--- src/rtl/tpd_pkg.sv ---
package tpd_pkg;

  // Filter code meaning; only the zero code changes the detection style.
  typedef enum logic [1:0] {
    FLT_EDGE = 2'd0,
    FLT_RUN2 = 2'd1,
    FLT_RUN4 = 2'd2,
    FLT_RUN8 = 2'd3
  } flt_code_e;

endpackage

--- src/rtl/tpd_sync.sv ---
module tpd_sync #(
  parameter int STAGES = 2
) (
  input  logic clk,
  input  logic rst_n,
  input  logic d_i,
  output logic q_o
);

  logic [STAGES-1:0] chain_q;
  logic [STAGES-1:0] chain_d;

  always_comb begin
    chain_d = {chain_q[STAGES-2:0], d_i};
  end

  always_ff @(posedge clk or negedge rst_n) begin
    if (!rst_n) chain_q <= '0;
    else        chain_q <= chain_d;
  end

  assign q_o = chain_q[STAGES-1];

endmodule

--- src/rtl/tpd_prescaler.sv ---
module tpd_prescaler #(
  parameter int DIV_LOG = 15,
  parameter int FREQ_W  = 3,
  parameter int PRCH_W  = 2
) (
  input  logic              clk,
  input  logic              rst_n,
  input  logic              run_i,
  input  logic [FREQ_W-1:0] freq_i,
  input  logic [PRCH_W-1:0] prch_i,
  input  logic              pu_dis_i,
  output logic              sample_o,
  output logic              pullup_o
);

  localparam int CW = DIV_LOG + 2;

  logic [DIV_LOG-1:0] tick_q, tick_d;
  logic [CW-1:0]      period, pre_len, tick_ext;
  logic               wrap;

  always_comb begin
    period   = CW'(1) << (DIV_LOG - int'(freq_i));
    pre_len  = CW'(1) << prch_i;
    tick_ext = CW'(tick_q);
    wrap     = (tick_ext >= (period - CW'(1)));
    if (!run_i)    tick_d = '0;
    else if (wrap) tick_d = '0;
    else           tick_d = tick_q + DIV_LOG'(1);
  end

  always_ff @(posedge clk or negedge rst_n) begin
    if (!rst_n) tick_q <= '0;
    else        tick_q <= tick_d;
  end

  assign sample_o = run_i & wrap;
  assign pullup_o = run_i & ~pu_dis_i & ((tick_ext + pre_len) >= period);

endmodule

--- src/rtl/tpd_filter.sv ---
module tpd_filter #(
  parameter int RUN_W = 4
) (
  input  logic       clk,
  input  logic       rst_n,
  input  logic       en_i,
  input  logic       edge_mode_i,
  input  logic       act_i,
  input  logic       sample_i,
  input  logic       block_i,
  input  logic [1:0] flt_i,
  output logic       event_o
);

  localparam logic [RUN_W-1:0] RUN_MAX = {RUN_W{1'b1}};

  logic             prev_q, prev_d;
  logic [RUN_W-1:0] run_q, run_d, run_inc, target;
  logic             armed_q, armed_d;
  logic             event_q, event_d;
  logic             edge_fire, lvl_fire;

  always_comb begin
    target    = RUN_W'(1) << flt_i;
    run_inc   = (run_q == RUN_MAX) ? run_q : run_q + RUN_W'(1);
    prev_d    = en_i ? act_i : 1'b0;
    edge_fire = en_i & edge_mode_i & act_i & ~prev_q;
    lvl_fire  = 1'b0;
    run_d     = run_q;
    armed_d   = armed_q;
    if (!en_i || edge_mode_i) begin
      run_d   = '0;
      armed_d = 1'b1;
    end else if (sample_i) begin
      if (act_i) begin
        run_d = run_inc;
        if (armed_q && (run_inc >= target) && !block_i) begin
          lvl_fire = 1'b1;
          armed_d  = 1'b0;
        end
      end else begin
        run_d   = '0;
        armed_d = 1'b1;
      end
    end
    event_d = ~block_i & (edge_fire | lvl_fire);
  end

  always_ff @(posedge clk or negedge rst_n) begin
    if (!rst_n) begin
      prev_q  <= 1'b0;
      run_q   <= '0;
      armed_q <= 1'b1;
      event_q <= 1'b0;
    end else begin
      prev_q  <= prev_d;
      run_q   <= run_d;
      armed_q <= armed_d;
      event_q <= event_d;
    end
  end

  assign event_o = event_q;

endmodule

--- src/rtl/tamper_pin_detect.sv ---
module tamper_pin_detect #(
  parameter int DIV_LOG     = 15,
  parameter int FREQ_W      = 3,
  parameter int PRCH_W      = 2,
  parameter int SYNC_STAGES = 2,
  parameter int RUN_W       = 4
) (
  input  logic              clk,
  input  logic              rst_n,
  input  logic              pin_i,
  input  logic              en_i,
  input  logic              pol_i,
  input  logic [1:0]        flt_i,
  input  logic [FREQ_W-1:0] freq_i,
  input  logic [PRCH_W-1:0] prch_i,
  input  logic              pu_dis_i,
  input  logic              block_i,
  output logic              event_o,
  output logic              pullup_o
);

  import tpd_pkg::*;

  logic pin_s, act, edge_mode, lvl_run, sample;

  tpd_sync #(.STAGES(SYNC_STAGES)) i_sync (
    .clk(clk), .rst_n(rst_n), .d_i(pin_i), .q_o(pin_s)
  );

  assign act       = pin_s ^ pol_i;
  assign edge_mode = (flt_code_e'(flt_i) == FLT_EDGE);
  assign lvl_run   = en_i & ~edge_mode;

  tpd_prescaler #(.DIV_LOG(DIV_LOG), .FREQ_W(FREQ_W), .PRCH_W(PRCH_W)) i_presc (
    .clk(clk), .rst_n(rst_n), .run_i(lvl_run), .freq_i(freq_i),
    .prch_i(prch_i), .pu_dis_i(pu_dis_i), .sample_o(sample), .pullup_o(pullup_o)
  );

  tpd_filter #(.RUN_W(RUN_W)) i_filt (
    .clk(clk), .rst_n(rst_n), .en_i(en_i), .edge_mode_i(edge_mode),
    .act_i(act), .sample_i(sample), .block_i(block_i), .flt_i(flt_i),
    .event_o(event_o)
  );

endmodule

--- config.mk ---
export PLATFORM = sky130hd
export DESIGN_NAME = tamper_pin_detect
export DESIGN_NICKNAME = d
export VERILOG_FILES = /design/src/rtl/tpd_pkg.sv /design/src/rtl/tpd_sync.sv /design/src/rtl/tpd_prescaler.sv /design/src/rtl/tpd_filter.sv /design/src/rtl/tamper_pin_detect.sv
export SDC_FILE = /design/constraint.sdc
export NUM_CORES = 1
export LEC_CHECK = 0
export BUFFER_PORTS_ARGS = -buffer_cell sky130_fd_sc_hd__buf_2
export CORE_ASPECT_RATIO = 1.25
export CORE_MARGIN = 5
export CORE_UTILIZATION = 30
export DETAILED_ROUTE_END_ITERATION = 7
export PLACE_DENSITY = 0.56
export REMOVE_ABC_BUFFERS = 1
export SLEW_MARGIN = 20
export SYNTH_ARGS = -nofsm -noshare
export SYNTH_HDL_FRONTEND = slang
export SYNTH_SLANG_ARGS = --single-unit
--- constraint.sdc ---
create_clock -name clk -period 5.9 [get_ports clk]
set_input_delay 1.475 -clock clk [delete_from_list [all_inputs] [get_ports clk]]
set_output_delay 1.475 -clock clk [all_outputs]
set_load 0.005 [all_outputs]
; ---- Word level (Yosys, flattened, before mapping)
; Cells that the tools add are included.
[totals]
regBits = 24
in_bits = 14
output_inout_bits = 2
word_cells = 56
[op_classes]
addsub = 5
order_cmp = 3
n_eq_ne = 2
shifts = 3
mux = 15
bitwise = 14
n_reduce_logical = 8
[ops]
columns = operator, n
row1 = << shifter 1 x 32 -> 17 bit (first input constant), 1
row2 = two-way mux 15 bit, 2
row3 = adder 15 x 17 -> 17 bit, 1
row4 = >= comparator 15 x 17 -> 1 bit, 1
row5 = >= comparator 17 bit, 1
row6 = << shifter 1 x 2 -> 17 bit (first input constant), 1
row7 = subtractor 17 x 1 -> 17 bit (second input constant), 1
row8 = two-way mux 4 bit, 4
row9 = adder 15 x 1 -> 15 bit (second input constant), 1
row10 = two-way mux 1 bit, 9
row11 = AND 1 bit, 8
row12 = subtractor 4 x 3 -> 5 bit (first input constant), 1
row13 = adder 4 x 1 -> 4 bit (second input constant), 1
row14 = equality test 4 bit (second input constant), 1
row15 = >= comparator 4 bit, 1
row16 = inverter 1 bit, 4
row17 = << shifter 1 x 2 -> 4 bit (first input constant), 1
row18 = inequality test 3 bit (second input constant), 1
row19 = logical AND 1 bit, 2
row20 = logical NOT 1 bit, 2
row21 = logical NOT 2 bit, 1
row22 = AND reduction 2 bit, 1
row23 = nonzero test 2 bit, 1
row24 = logical OR 1 bit, 1
row25 = 2 further kinds, 2

; ---- Longest topological paths before layout
[logic_depth]
word_depth = 11
depth_mapped = 13
depth_no_buf = 13

; ---- By module
; Synthesis repeated with hierarchy kept, for this count alone.
[hier_totals]
cells_unflattened = 222
area_unflattened_um2 = 2010.7
[modules_own_cells]
columns = mod, instances, cells_per_inst, area_per_inst_um2, seq_area_each_um2
row1 = tpd_prescaler, 1, 168, 1472.7, 375.4
row2 = tpd_filter, 1, 49, 467.9, 176.4
row3 = tpd_sync, 1, 2, 50.0, 50.0
row4 = tamper_pin_detect, 1, 3, 20.0, 0.0

; ---- Worst setup path before layout
; No wires, ideal clock.
[synth_timing]
kind = input-to-output
start = input prch_i[0]
end = output pullup_o
arrival_time_ps = 3700
t_required_ps = 4425
path_slack_ps = 725
path_stages = 13
n_path_buf = 0
cell_sequence = nor2_1 ha_1 inv_1 fa_1 nand2b_1 a21o_1 nor3_1 xor2_1 ha_1 a21o_1 a21oi_1 o2111ai_1 and4b_1
[synth_via]
elab_chain_cells = 4
[synth_rtl]
columns = element, line
row1 = start: declaration, tamper_pin_detect.sv:15  ; input logic [PRCH_W-1:0] prch_i,
row2 = << shifter 1 x 2 -> 17 bit, tpd_prescaler.sv:24  ; pre_len = CW'(1) << prch_i;
row3 = adder 15 x 17 -> 17 bit, tpd_prescaler.sv:38  ; assign pullup_o = run_i & ~pu_dis_i & ((tick_ext + pre_len) >= period);
row4 = >= comparator 17 bit, tpd_prescaler.sv:38
row5 = AND 1 bit, tpd_prescaler.sv:38
row6 = end: declaration, tamper_pin_detect.sv:19  ; output logic pullup_o
; No other way between the ends.

; ---- Worst setup path after layout
; Ends and elaborated chain as after synthesis.

==> impl_metrics.py <==
metrics = {
    "clocking": {
        "ctsResizeCount": 0,
        "cts.clk_slew.worst_paths_ps": 90,
        "cts_made_buffers": 3,
        "holdBufCountCts": 0,
        "root_buffer": "clkbuf_8",
        "post-cts-setup-buffers": 0,
        "numClockSinks": 24,
        "cts.path.max_buffers": 2,
        "cts-htree-levels": 1,
        "clk_latency_ps": 270,
        "cts_tree": "done",
    },
    "logic_synthesis": {
        "synth_area_um2": 1980,
        "ys_types": 45,
        "synth_seq_cells": 24,
        "async_flop_share_pct": 100,
        "yosysSeqAreaShare_pct": 30.3,
        "synthFlopType": "dfrtp_1",
        "syn_area_per_cell_um2": 9.06,
        "yosys_warnings": 0,
        "synth_edf_count": 0,
        "syn_inst": 219,
    },
    "sta": {
        "timing.hold.ws_ps": 356,
        "fmax_mhz": 179,
        "period_share_pct": 94.6,
        "period_needed_ps": 5580,
        "fin_tns_setup_ps": 0,
        "finalSetupViolCount": 0,
        "slew_viol_final": 0,
        "clock_skew_ps": 2.07,
        "timing.slew.headroom_pct": 56.5,
        "rsz0062_at_grt": "no",
        "fin_ws_ps": 318,
        "worst_pin_slew_ps": 651,
        "hold_violations": 0,
    },
    "cells_and_area": {
        "fin_util_pct": 33.5,
        "antennaDiodeCount": 0,
        "drive_above_1_share_pct": 13.0,
        "final_nets": 270,
        "syn2layout_area_growth_pct": 9.59,
    },
    "floorplanning": {
        "die-area_um2": 8350,
        "core_area_um2": 6480,
        "die_x_um": 82.7,
        "initial_core_util_pct": 30.6,
        "die_y_um": 101,
        "io_pins": 16,
        "placementRows": 33,
    },
    "global_routing": {
        "grt_overflow": 0,
        "grt_first_pass_wirelength_um": 6730,
        "grt_pass1_vias": 1507,
        "grt_usage_pct": 10.2,
        "antenna_found_initial": 0,
        "grt_max_degree": 25,
    },
    "route": {
        "num_vias": 1538,
        "antenna_left": 0,
        "wl_per_cell_um": 12.1,
        "drc_errors": 0,
        "vias_per_cell": 4.85,
        "finalWirelength_um": 3830,
        "dr.pass1.iters": 4,
        "first_iter_violations": 51,
    },
    "placement": {
        "place.gp.congestion": 0.744,
        "hpwl_um": 3030,
        "numPortBuffers": 15,
        "place_ws_ps": 308,
    },
    "setup_path": {
        "timing.rr.start": "i_presc.tick_q[12]",
        "endpoint_kind": "output pin",
        "reg2reg_to": "i_filt.run_q[2]",
        "crit_type": "in2out",
        "cp-startpoint": "prch_i[0]",
        "critPathLaunchType": "input pin",
        "worstPathRequired_ps": 4430,
        "rrSetupSlack_ps": 3630,
        "worstPathArrival_ps": 4110,
        "critPathMaxFanout": 4,
        "cp-endpoint": "pullup_o",
        "worstRegToRegCells": 6,
    },
    "job": {
        "cap_viol_max_count": 0,
    },
    "power": {
        "ir_worst_vdd_v": 0.0000654,
        "p_leak_nw": 1.00,
        "pwr_density_cell_nw_per_um2": 153,
        "total_power_mw": 0.333,
    },
    "status": {
        "outcome": "completed",
    },
    "hold_path": {
        "hold_class": "reg2reg",
    },
}
worst min-delay path by stage:
stage / end / start / depth (start not counted)
after floorplan: i_sync.chain_q[1] / i_sync.chain_q[0] / 0
final: i_sync.chain_q[1] / i_sync.chain_q[0] / 0
after global routing: i_sync.chain_q[1] / i_sync.chain_q[0] / 0
after detailed placement: i_sync.chain_q[1] / i_sync.chain_q[0] / 0
after CTS: i_sync.chain_q[1] / i_sync.chain_q[0] / 0
after global placement: i_sync.chain_q[1] / i_sync.chain_q[0] / 0
per-stage QoR:
stage          area [µm²]  instances
2_1_floorplan        1930        211
3_3_place_gp         2120        313
3_5_place_dp         2120        313
4_1_cts              2170        317
5_1_grt              2170        317
6_report             2170        317
cells by family (layout without fill, tap and decap cells):
logic type / count (synthesis) / after routing / synth area share [%]
AO/OA/AOI/OAI: 35 / 35 / 14.3
flip-flops: 24 / 24 / 30.3
adder cells (fa/ha/maj): 25 / 25 / 16.2
XOR/XNOR: 22 / 22 / 9.72
AND/OR/NAND/NOR: 94 / 94 / 24.9
buffers and inverters: 19 / 30 / 4.54
cells in the mapped netlist, types with 5 or more instances:
library cell  number  area (µm²)
dfrtp_1           23         576
a21oi_1            6        30.0
nor2_1            28         105
inv_1             11        41.3
xor2_1            10        87.6
xnor2_1           12         105
nand2b_1           6        37.5
ha_1              24         300
nor3_1            11        55.1
nand3_1            9        45.0
a21o_1             5        37.5
and3_1             5        31.3
nand2_1           11        41.3
o21a_1             6        45.0
clkbuf_1           5        18.8
report_power, final:
group	internal [mW]	switching (mW)
combinational	0.0203	0.0279
sequential	0.168	0.00317
clock	0.0597	0.0542
total	0.248	0.0852
metal layers:
layer,wire length (µm),vias to the layer above,share of wire (%),GRT usage [%]
li1,-,789,-,-
met1,1710,723,45,12.5
met2,1920,19,50,16.9
met3,105,7,2.7,1.61
met4,94,0,2.5,5.66
met5,0,-,0,0
registers in the layout, indices dropped and copies added (netlist names):
name            count
i_filt.run_q        4
i_filt.armed_q      1
i_sync.chain_q      2
i_filt.event_o      1
i_filt.prev_q       1
i_presc.tick_q     15
critical path: stages:
cell and delay, ps:
buf_2 120, nor2_1 100, ha_1 170, inv_1 50, fa_1 350, nand2b_1 170
a21o_1 220, nor3_1 220, xor2_1 180, ha_1 260, a21o_1 180, a21oi_1 180
o2111ai_1 120, and4b_1 190, buf_2 120
cells in the final DEF, fill, tap and decap left out, types with 3 or more instances in the layout:
cell type / instances
nor2_1: 28
ha_1: 24
dfrtp_1: 23
buf_2: 15
xnor2_1: 12
nand2_1: 11
inv_1: 11
nor3_1: 11
xor2_1: 10
nand3_1: 9
nand2b_1: 6
o21a_1: 6
a21oi_1: 6
a21o_1: 5
and3_1: 5
clkbuf_8: 4
and2_1: 3
nand4_1: 3
or3_1: 3
nand3b_1: 3
a41o_1: 3
final cells by class:
class | instances | area (µm²)
multi-input cells | 176 | 1290
well taps | 87 | 109
repair buffers | 15 | 75.1
flip-flops and latches | 24 | 602
clock buffers | 4 | 55.1
inverters | 11 | 41.3
fillers | 700 | 4310
No activity file was read; power rests on OpenSTA's default activity.
